--- config.mk ---
export PLATFORM = sky130hd
export DESIGN_NAME = dither_decim
export DESIGN_NICKNAME = d
export VERILOG_FILES = /design/src/rtl/dither_decim_pkg.sv /design/src/rtl/dither_decim_ctrl.sv /design/src/rtl/dither_decim_datapath.sv /design/src/rtl/dither_decim.sv
export SDC_FILE = /design/constraint.sdc
export NUM_CORES = 1
export LEC_CHECK = 0
export CAP_MARGIN = 0
export CORE_ASPECT_RATIO = 0.5
export CORE_MARGIN = 2
export CORE_UTILIZATION = 49
export CTS_CLUSTER_DIAMETER = 120
export DETAILED_ROUTE_END_ITERATION = 8
export PLACE_DENSITY = 0.76
export SETUP_SLACK_MARGIN = 0.3
export SLEW_MARGIN = 10
export SYNTH_ARGS = -nofsm -noshare
export SYNTH_HDL_FRONTEND = slang
export SYNTH_SLANG_ARGS = --single-unit
--- constraint.sdc ---
create_clock -name clk -period 2.7 [get_ports clk]
set_clock_uncertainty 0.1 [all_clocks]
set_input_delay 0.54 -clock clk [delete_from_list [all_inputs] [get_ports clk]]
set_output_delay 0.54 -clock clk [all_outputs]
set_load 0.02 [all_outputs]
--- src/rtl/dither_decim_pkg.sv ---
package dither_decim_pkg;
  // Strobes from control to datapath
  typedef struct packed {
    logic load;   // first sample of a window: restart the sum
    logic accum;  // any later sample: add to the sum
    logic emit;   // last sample: publish the average
  } dpStrobe_t;
endpackage

--- src/rtl/dither_decim_ctrl.sv ---
module dither_decim_ctrl
  import dither_decim_pkg::*;
#(
  parameter int CODE_W = 4
) (
  input  logic              clk,
  input  logic              rst,
  input  logic              sampleStrobe,
  output logic [CODE_W-1:0] code,
  output dpStrobe_t         strobes
);
  localparam logic [CODE_W-1:0] LAST_CODE = {CODE_W{1'b1}};

  logic [CODE_W-1:0] codeReg;

  always_ff @(posedge clk) begin
    if (rst)               codeReg <= '0;
    else if (sampleStrobe) codeReg <= codeReg + 1'b1;
  end

  always_comb begin
    strobes.load  = sampleStrobe && (codeReg == '0);
    strobes.accum = sampleStrobe && (codeReg != '0);
    strobes.emit  = sampleStrobe && (codeReg == LAST_CODE);
  end

  assign code = codeReg;
endmodule

--- src/rtl/dither_decim_datapath.sv ---
module dither_decim_datapath
  import dither_decim_pkg::*;
#(
  parameter int DATA_W = 14,
  parameter int CODE_W = 4
) (
  input  logic                     clk,
  input  logic                     rst,
  input  dpStrobe_t                strobes,
  input  logic signed [DATA_W-1:0] sample,
  output logic signed [DATA_W-1:0] avgOut,
  output logic                     avgValid
);
  localparam int ACC_W = DATA_W + CODE_W;

  logic signed [ACC_W-1:0] accReg;
  logic signed [ACC_W-1:0] sampleExt;
  logic signed [ACC_W-1:0] accNext;

  always_comb begin
    sampleExt = {{CODE_W{sample[DATA_W-1]}}, sample};
    accNext   = strobes.load ? sampleExt : accReg + sampleExt;
  end

  always_ff @(posedge clk) begin
    if (rst) begin
      accReg   <= '0;
      avgOut   <= '0;
      avgValid <= 1'b0;
    end else begin
      avgValid <= strobes.emit;
      if (strobes.load || strobes.accum) accReg <= accNext;
      // Taking the upper bits divides by the window length and rounds toward minus infinity
      if (strobes.emit) avgOut <= accNext[ACC_W-1:CODE_W];
    end
  end
endmodule

--- src/rtl/dither_decim.sv ---
module dither_decim
  import dither_decim_pkg::*;
#(
  parameter int DATA_W = 14,
  parameter int CODE_W = 4
) (
  input  logic                     clk,
  input  logic                     rst,
  input  logic                     sampleStrobe,
  input  logic signed [DATA_W-1:0] adcData,
  output logic        [CODE_W-1:0] ditherPins,
  output logic signed [DATA_W-1:0] decimData,
  output logic                     decimValid
);
  dpStrobe_t strobes;

  dither_decim_ctrl #(.CODE_W(CODE_W)) ctrl (
    .clk(clk), .rst(rst), .sampleStrobe(sampleStrobe),
    .code(ditherPins), .strobes(strobes)
  );

  dither_decim_datapath #(.DATA_W(DATA_W), .CODE_W(CODE_W)) dp (
    .clk(clk), .rst(rst), .strobes(strobes), .sample(adcData),
    .avgOut(decimData), .avgValid(decimValid)
  );
endmodule

==> metrics, run 1 <==
status finished clean; 1st-iter DRT viols approximately 240; Remaining Overflow, GRT 0; GP Congestion 0.893; DRC Markers 0; largest net degree at the start of global routing 38; vias 2990; Worst Hold Slack 0.369 ns; crit end category register; asr flop ratio synth 0%; Netlist cell types 49; Post-synth top flop dfxtp_1; Area growth syn-to-layout 62.0%; Max Cap Violations 0; via-per-instance ratio 6.29; Synth Area per Inst 8.10 µm²; R2R depth 10; Clock Pin Slew Worst Setup and Hold Paths 0.08 ns; CP startpoint dp.accReg[0]$_SDFFE_PP0P_; dpl cells between 400 and 500; Synth Warn # 0; clk_lat worst skew 0.29 ns; DIE WIDTH 104 µm; Min-Delay Path Class register to register; initial antenna violation count 0; Antenna Cells 0; Synth area leader dfxtp_1; Tot Pwr 0.00202 W; Die Area 5570 µm²; Hold Fails Final Rpt 0; Core Area 4840 µm²; DR WL/cell 20.2 µm; overall die height 53.8 µm; wire length of the first global-routing pass between 10000 and 15000 µm; Non-Filler Instances 475; register area 746 µm²; crit-path max FO 4; Setup-failing EPs final 0; Final ANT Viol Nets 0; Nets 441; Util after Layout around four fifths; Row Count 18; minimum clock period roughly 2.6 ns; crit path DAT 2.74 ns; Max-slew headroom between 50% and 60%; most common cell in the netlist nor2_1; share of cells above drive strength 1 38.3%; WS Path Type register to register; Routed WL between 9000 and 10000 µm; HPWL Detailed 5070 µm; final cycle utilization of the critical path between 90% and 100%; io pins 36; max-slew violations 0; f_max 383 MHz; hold buffer count at CTS 0; vias in the first global route 2817; Synth Register Bits 37; top post-synthesis cells by area dfxtp_1 (30%), ha_1 (9.8%), nor2_1 (6.6%); Pre-Repair DR Iteration Count 5; origin of the critical flop-to-flop path dp.accReg[0]$_SDFFE_PP0P_; clk buf depth 2; Syn Nets approximately 340; Root Buffer clkbuf_8; worst vdd ir 0.000307 V; reg2reg end dp.accReg[14]$_SDFFE_PP0P_; EDFF count, synth 0; CTS buffer count 5; RSZ-0062 raised after global routing yes; clock sinks 37; Req. time, crit path between 2 and 3 ns; cell area after synthesis 2430 µm²; leakage 1.60 nW; FF-to-FF setup slack a little under 0.09 ns; H-tree levels 2; I/O Buffers 35; filler instances 250; PwrDens ~510 nW/µm²; Syn Inst Count 300; startpoint types register; worst-margin pin slew 0.698 ns; Multi-input gate area 2050 µm²; gr usage total between 30 and 40%; sequential share of the synthesized area 30.5%; area fraction of the dominant cell type after synthesis 30.5%; CTS tree done; Commonest cells post-synth nor2_1 (43), dfxtp_1 (37), nand2_1 (34); end point of the critical path dp.accReg[14]$_SDFFE_PP0P_; starting density of the core approximately 50%
## worst max-delay path: stages (launching register included)
cell	delay [ns]
dfxtp_2	0.34
ha_4	0.16
fa_2	0.38
a211oi_4	0.29
buf_6	0.16
o21ai_4	0.06
a21oi_4	0.22
a211oi_4	0.13
buf_4	0.17
or4_4	0.41
a31oi_1	0.13
## cell usage in the layout (no fill, tap or decap), drive strengths merged, types with 2 or more instances in the layout
cell	instances
or4	3
dfxtp	37
o21ai	10
a211oi	17
a311oi	9
nor3	5
a21oi	22
clkbuf	8
nand2	34
a31oi	3
xnor2	5
xor2	10
nor2b	4
or2	2
ha	19
nand3	7
a21o	9
o21bai	4
clkdlybuf4s15	2
dlygate4sd2	6
mux2i	4
nor2	43
nand2b	2
inv	5
clkdlybuf4s50	21
nand4	6
nand3b	2
buf	85
## per-layer routing
layer	up-vias	track usage [%]	wire [µm]
li1	1301	-	-
met1	1411	34.2	3700
met2	206	59.6	4570
met3	72	7.26	801
met4	0	14.9	540
met5	-	0.893	0
## state kept, by name, indices dropped and copies added, names as in the netlist
name         flops
dp.accReg       18
ctrl.code        4
dp.avgValid      1
dp.avgOut       14
## area by class of cell
class / count / share of cell area, %
Clock buffer: 8 / 2.03
Inverter: 5 / 0.477
Multi-Input combinational cell: 241 / 52.0
Sequential cell: 37 / 19.0
Tap cell: 70 / 2.23
Timing Repair Buffer: 114 / 24.3
## how the worst min path moves through the flow
stage | end | start | slack [ns] | cells after the start
2_1_floorplan | dp.accReg[12]$_SDFFE_PP0P_ | dp.accReg[12]$_SDFFE_PP0P_ | 0.36 | 2
3_3_place_gp | dp.avgOut[5]$_SDFFE_PP0P_ | dp.avgOut[5]$_SDFFE_PP0P_ | 0.34 | 2
3_5_place_dp | dp.avgOut[4]$_SDFFE_PP0P_ | dp.avgOut[4]$_SDFFE_PP0P_ | 0.35 | 2
4_1_cts | dp.avgOut[4]$_SDFFE_PP0P_ | dp.avgOut[4]$_SDFFE_PP0P_ | 0.36 | 2
5_1_grt | dp.avgOut[5]$_SDFFE_PP0P_ | dp.avgOut[5]$_SDFFE_PP0P_ | 0.39 | 2
6_report | dp.avgOut[9]$_SDFFE_PP0P_ | dp.avgOut[9]$_SDFFE_PP0P_ | 0.37 | 2
## power breakdown
| group | switching (W) | leakage (nW) | internal [W] |
|---|---|---|---|
| sequential | 0.0000423 | 0.304 | 0.000582 |
| clock | 0.000213 | 0.0395 | 0.000184 |
| combinational | 0.000504 | 1.26 | 0.000497 |
| total | 0.000759 | 1.60 | 0.00126 |
## kinds of logic (layout without fill, tap and decap cells)
group           count (synthesis)  count (layout)  synth area share (%)
simple gates                  119             119                  24.2
compound gates                 83              83                  24.1
flops                          37              37                  30.5
buf+inv                        22             127                  3.50
fa+ha+maj                      20              20                  10.6
xor+xnor                       15              15                  5.41
mux                             4               4                  1.65
## repair_timing
item                                    4_1_cts  5_1_grt
setup buffers                                21        3
gates resized for setup                      80       32
endpoints found under the setup margin       25       21
hold endpoints to repair                      0        0
pin swaps                                    48       38
## metrics by stage
| stage | setup TNS (ns) | setup WS, ns | cell area (µm²) |
|---|---|---|---|
| 6_report | 0 | 0.0895 | 3940 |
| 5_1_grt | 0 | 0.0316 | 3940 |
| 4_1_cts | 0 | 0.199 | 3750 |
| 3_5_place_dp | -8.11 | -0.485 | 3300 |
| 3_3_place_gp | -6.74 | -0.423 | 3300 |
| 2_1_floorplan | 0 | 0.135 | 2510 |
(Power assumes the default switching activity.)
==> inputs of run 2 (changes only) <==
--- a/config.mk
+++ b/config.mk
@@ -11,7 +11,7 @@
 export CORE_UTILIZATION = 49
 export CTS_CLUSTER_DIAMETER = 120
 export DETAILED_ROUTE_END_ITERATION = 8
-export PLACE_DENSITY = 0.76
+export PLACE_DENSITY_LB_ADDON = 0.3
 export SETUP_SLACK_MARGIN = 0.3
 export SLEW_MARGIN = 10
 export SYNTH_ARGS = -nofsm -noshare
==> run 2 against run 1 <==
Sequential share of layout area increased by 0.47 points. Via count decreased by 7.8%. Highest routed layer unchanged. Critical endpoint unchanged. Cell count decreased by 2.3%. Design area decreased by 1.9%. Sequential power about the same. Fmax increased by 1.5%. Total power increased by 2.7%. First-iteration DRC count decreased by 47%. Worst setup slack improved by 0.038 ns. Non-clock buffer count decreased by 11. Largest power group unchanged. Clock power increased by 32%.
==> metrics, run 2 (synthesis results as in run 1) <==
status finished clean; most frequent cells in the layout buf_4 (60), nor2_1 (43), nand2_1 (32), dfxtp_1 (32), clkdlybuf4s50_1 (21); DR WL met2 4130 µm (-9.5%); RSZ-0062 raised after global routing yes; I/O Buffers 35 (unchanged); PwrDens 539 nW/µm² (+4.8%); via-per-instance ratio 5.94 (-5.6%); cell area after placement 3270 µm² (-0.91%); f_max 389 MHz (+1.5%); hold buffer count at CTS 0 (unchanged); hold depth 2 (unchanged); 1st-iter DRT viols 130 (-47%); gr usage total 28.6% (-2.5 points); vias in the first global route 2643 (-6.2%); Final ANT Viol Nets 0 (unchanged); io pins 36 (unchanged); worst-margin pin slew 0.403 ns (-0.295 ns); Max-slew headroom 72.8% (+20 points); crit-path max FO 4 (unchanged); cells along the critical path ha_4 -> fa_2 -> a211oi_2 -> buf_4 -> o21ai_4 -> a21oi_4 -> a211oi_4 -> buf_6 -> or4_1 -> a31oi_1; share of cells above drive strength 1 36.5% (-1.7 points); crit path DAT 2.70 ns (-0.04 ns); Nets 430 (-2.5%); design area 3860 µm² (-1.9%); minimum clock period 2.57 ns (-0.0379 ns); Top Layer Used met4; Setup-failing EPs final 0 (unchanged); wire length of the first global-routing pass 12400 µm (-7.2%); met1 wire length 3330 µm (-10%); Routed WL 8280 µm (-14%); Core Area 4840 µm² (unchanged); Die Area 5570 µm² (unchanged); Tot Pwr 0.00208 W (+2.7%); largest net degree at the start of global routing 38 (unchanged); Hold Fails Final Rpt 0 (unchanged); max incr delay on CP 0.41 ns (about the same); CTS tree done; final cycle utilization of the critical path 95.3% (-1.4 points); most flop-heavy register dp.accReg; clk buf depth 2 (unchanged); Area growth syn-to-layout 58.9%; max reg flops 18 (unchanged); Pre-Repair DR Iteration Count 4 (-1); DR WL/cell 17.8 µm (-12%); vias 2757 (-7.8%); Clock Pin Slew Worst Setup and Hold Paths 0.08 ns (about the same); cell count along the critical path 10 (unchanged); starting density of the core 50.2% (unchanged); WS Path Type register to register; initial antenna violation count 0 (unchanged); crit end category register; R2R depth 10 (unchanged); Row Count 18 (unchanged); most common cell after layout, fill and taps aside buf_4; DRC Markers 0 (unchanged); HPWL Detailed 4780 µm (-5.9%); cell family with most CP delay compound AO/OA/AOI/OAI gates; Worst Hold Slack 0.367 ns (-0.00230 ns); clock sinks 37 (unchanged); Buf+Inv Stages, Crit Path 2 (unchanged); TNS Setup 0 ns (unchanged); max-slew violations 0 (unchanged); Max Cap Violations 0 (unchanged); Min-Delay Path Class register to register; DIE WIDTH 104 µm (unchanged); clk_lat worst skew 0.30 ns (about the same); worst vdd ir 0.000351 V (+14%); Antenna Cells 0 (unchanged); Remaining Overflow, GRT 0 (unchanged); H-tree levels 2 (unchanged); leakage 1.56 nW (-2.5%); Root Buffer clkbuf_8; met3 WL 501 µm (-37%); Slowest-stage cell, CP or4_1; Req. time, crit path 2.83 ns (about the same); overall die height 53.8 µm (unchanged); startpoint types register; GP Congestion 0.944 (+5.7%); CTS buffer count 5 (unchanged)
## run 2: cell count changes in the layout (fill, tap and decap cells not counted), sizes merged
cell and delta:
buf -11, bufinv +1, clkbuf -2, clkdlybuf4s15 -1, clkinvlp +1, dlygate4sd2 +1
## run 2: routing by layer
metal  GRT usage, %  vias to the layer above
met5              0                        -
met4           15.1                        0
met3           6.17                       39
met2           55.0                      130
met1           31.4                     1305
li1               -                     1283
## run 2: layout make-up
type / count / area (µm²)
Clock buffer: 6 / 82.6
Clock inverter: 2 / 37.5
Fill cell: 301 / 983
Inverter: 5 / 18.8
Multi-Input combinational cell: 241 / 1980
Sequential cell: 37 / 749
Tap cell: 70 / 87.6
Timing Repair Buffer: 103 / 902
## run 2: worst paths after layout
path	from	end	slack [ns]
setup / recovery	dp.accReg[0]$_SDFFE_PP0P_	dp.accReg[14]$_SDFFE_PP0P_	0.13
hold / removal	dp.avgOut[9]$_SDFFE_PP0P_	dp.avgOut[9]$_SDFFE_PP0P_	0.37
hold reg to reg	dp.avgOut[9]$_SDFFE_PP0P_	dp.avgOut[9]$_SDFFE_PP0P_	0.37
setup reg to reg	dp.accReg[0]$_SDFFE_PP0P_	dp.accReg[14]$_SDFFE_PP0P_	0.13
## run 2: per-stage QoR
stage	cells	util, %	setup slack (ns)
final	464	79.7	0.127
after global routing	464	79.7	0.0139
after CTS	460	76.7	0.157
after detailed placement	434	67.5	-0.603
after global placement	434	67.5	-0.483
after floorplan	300	-	0.135
## run 2: where the power goes
part | switching, W | internal, W
Sequential | 0.0000387 | 0.000583
Clock | 0.000223 | 0.000301
Combinational | 0.000463 | 0.000470
## run 2: what timing repair did
item,4_1_cts,5_1_grt
setup endpoints to repair,25,25
buffers inserted,18,4
pin swaps,43,22
endpoints found under the hold margin,0,0
gates resized for setup,77,31
## run 2: worst reg2reg max path, stage by stage, from the launching register on
cell and delay [ns]:
dfxtp_2 0.34, ha_4 0.16, fa_2 0.37, a211oi_2 0.26
buf_4 0.18, o21ai_4 0.07, a21oi_4 0.23, a211oi_4 0.12
buf_6 0.15, or4_1 0.41, a31oi_1 0.14
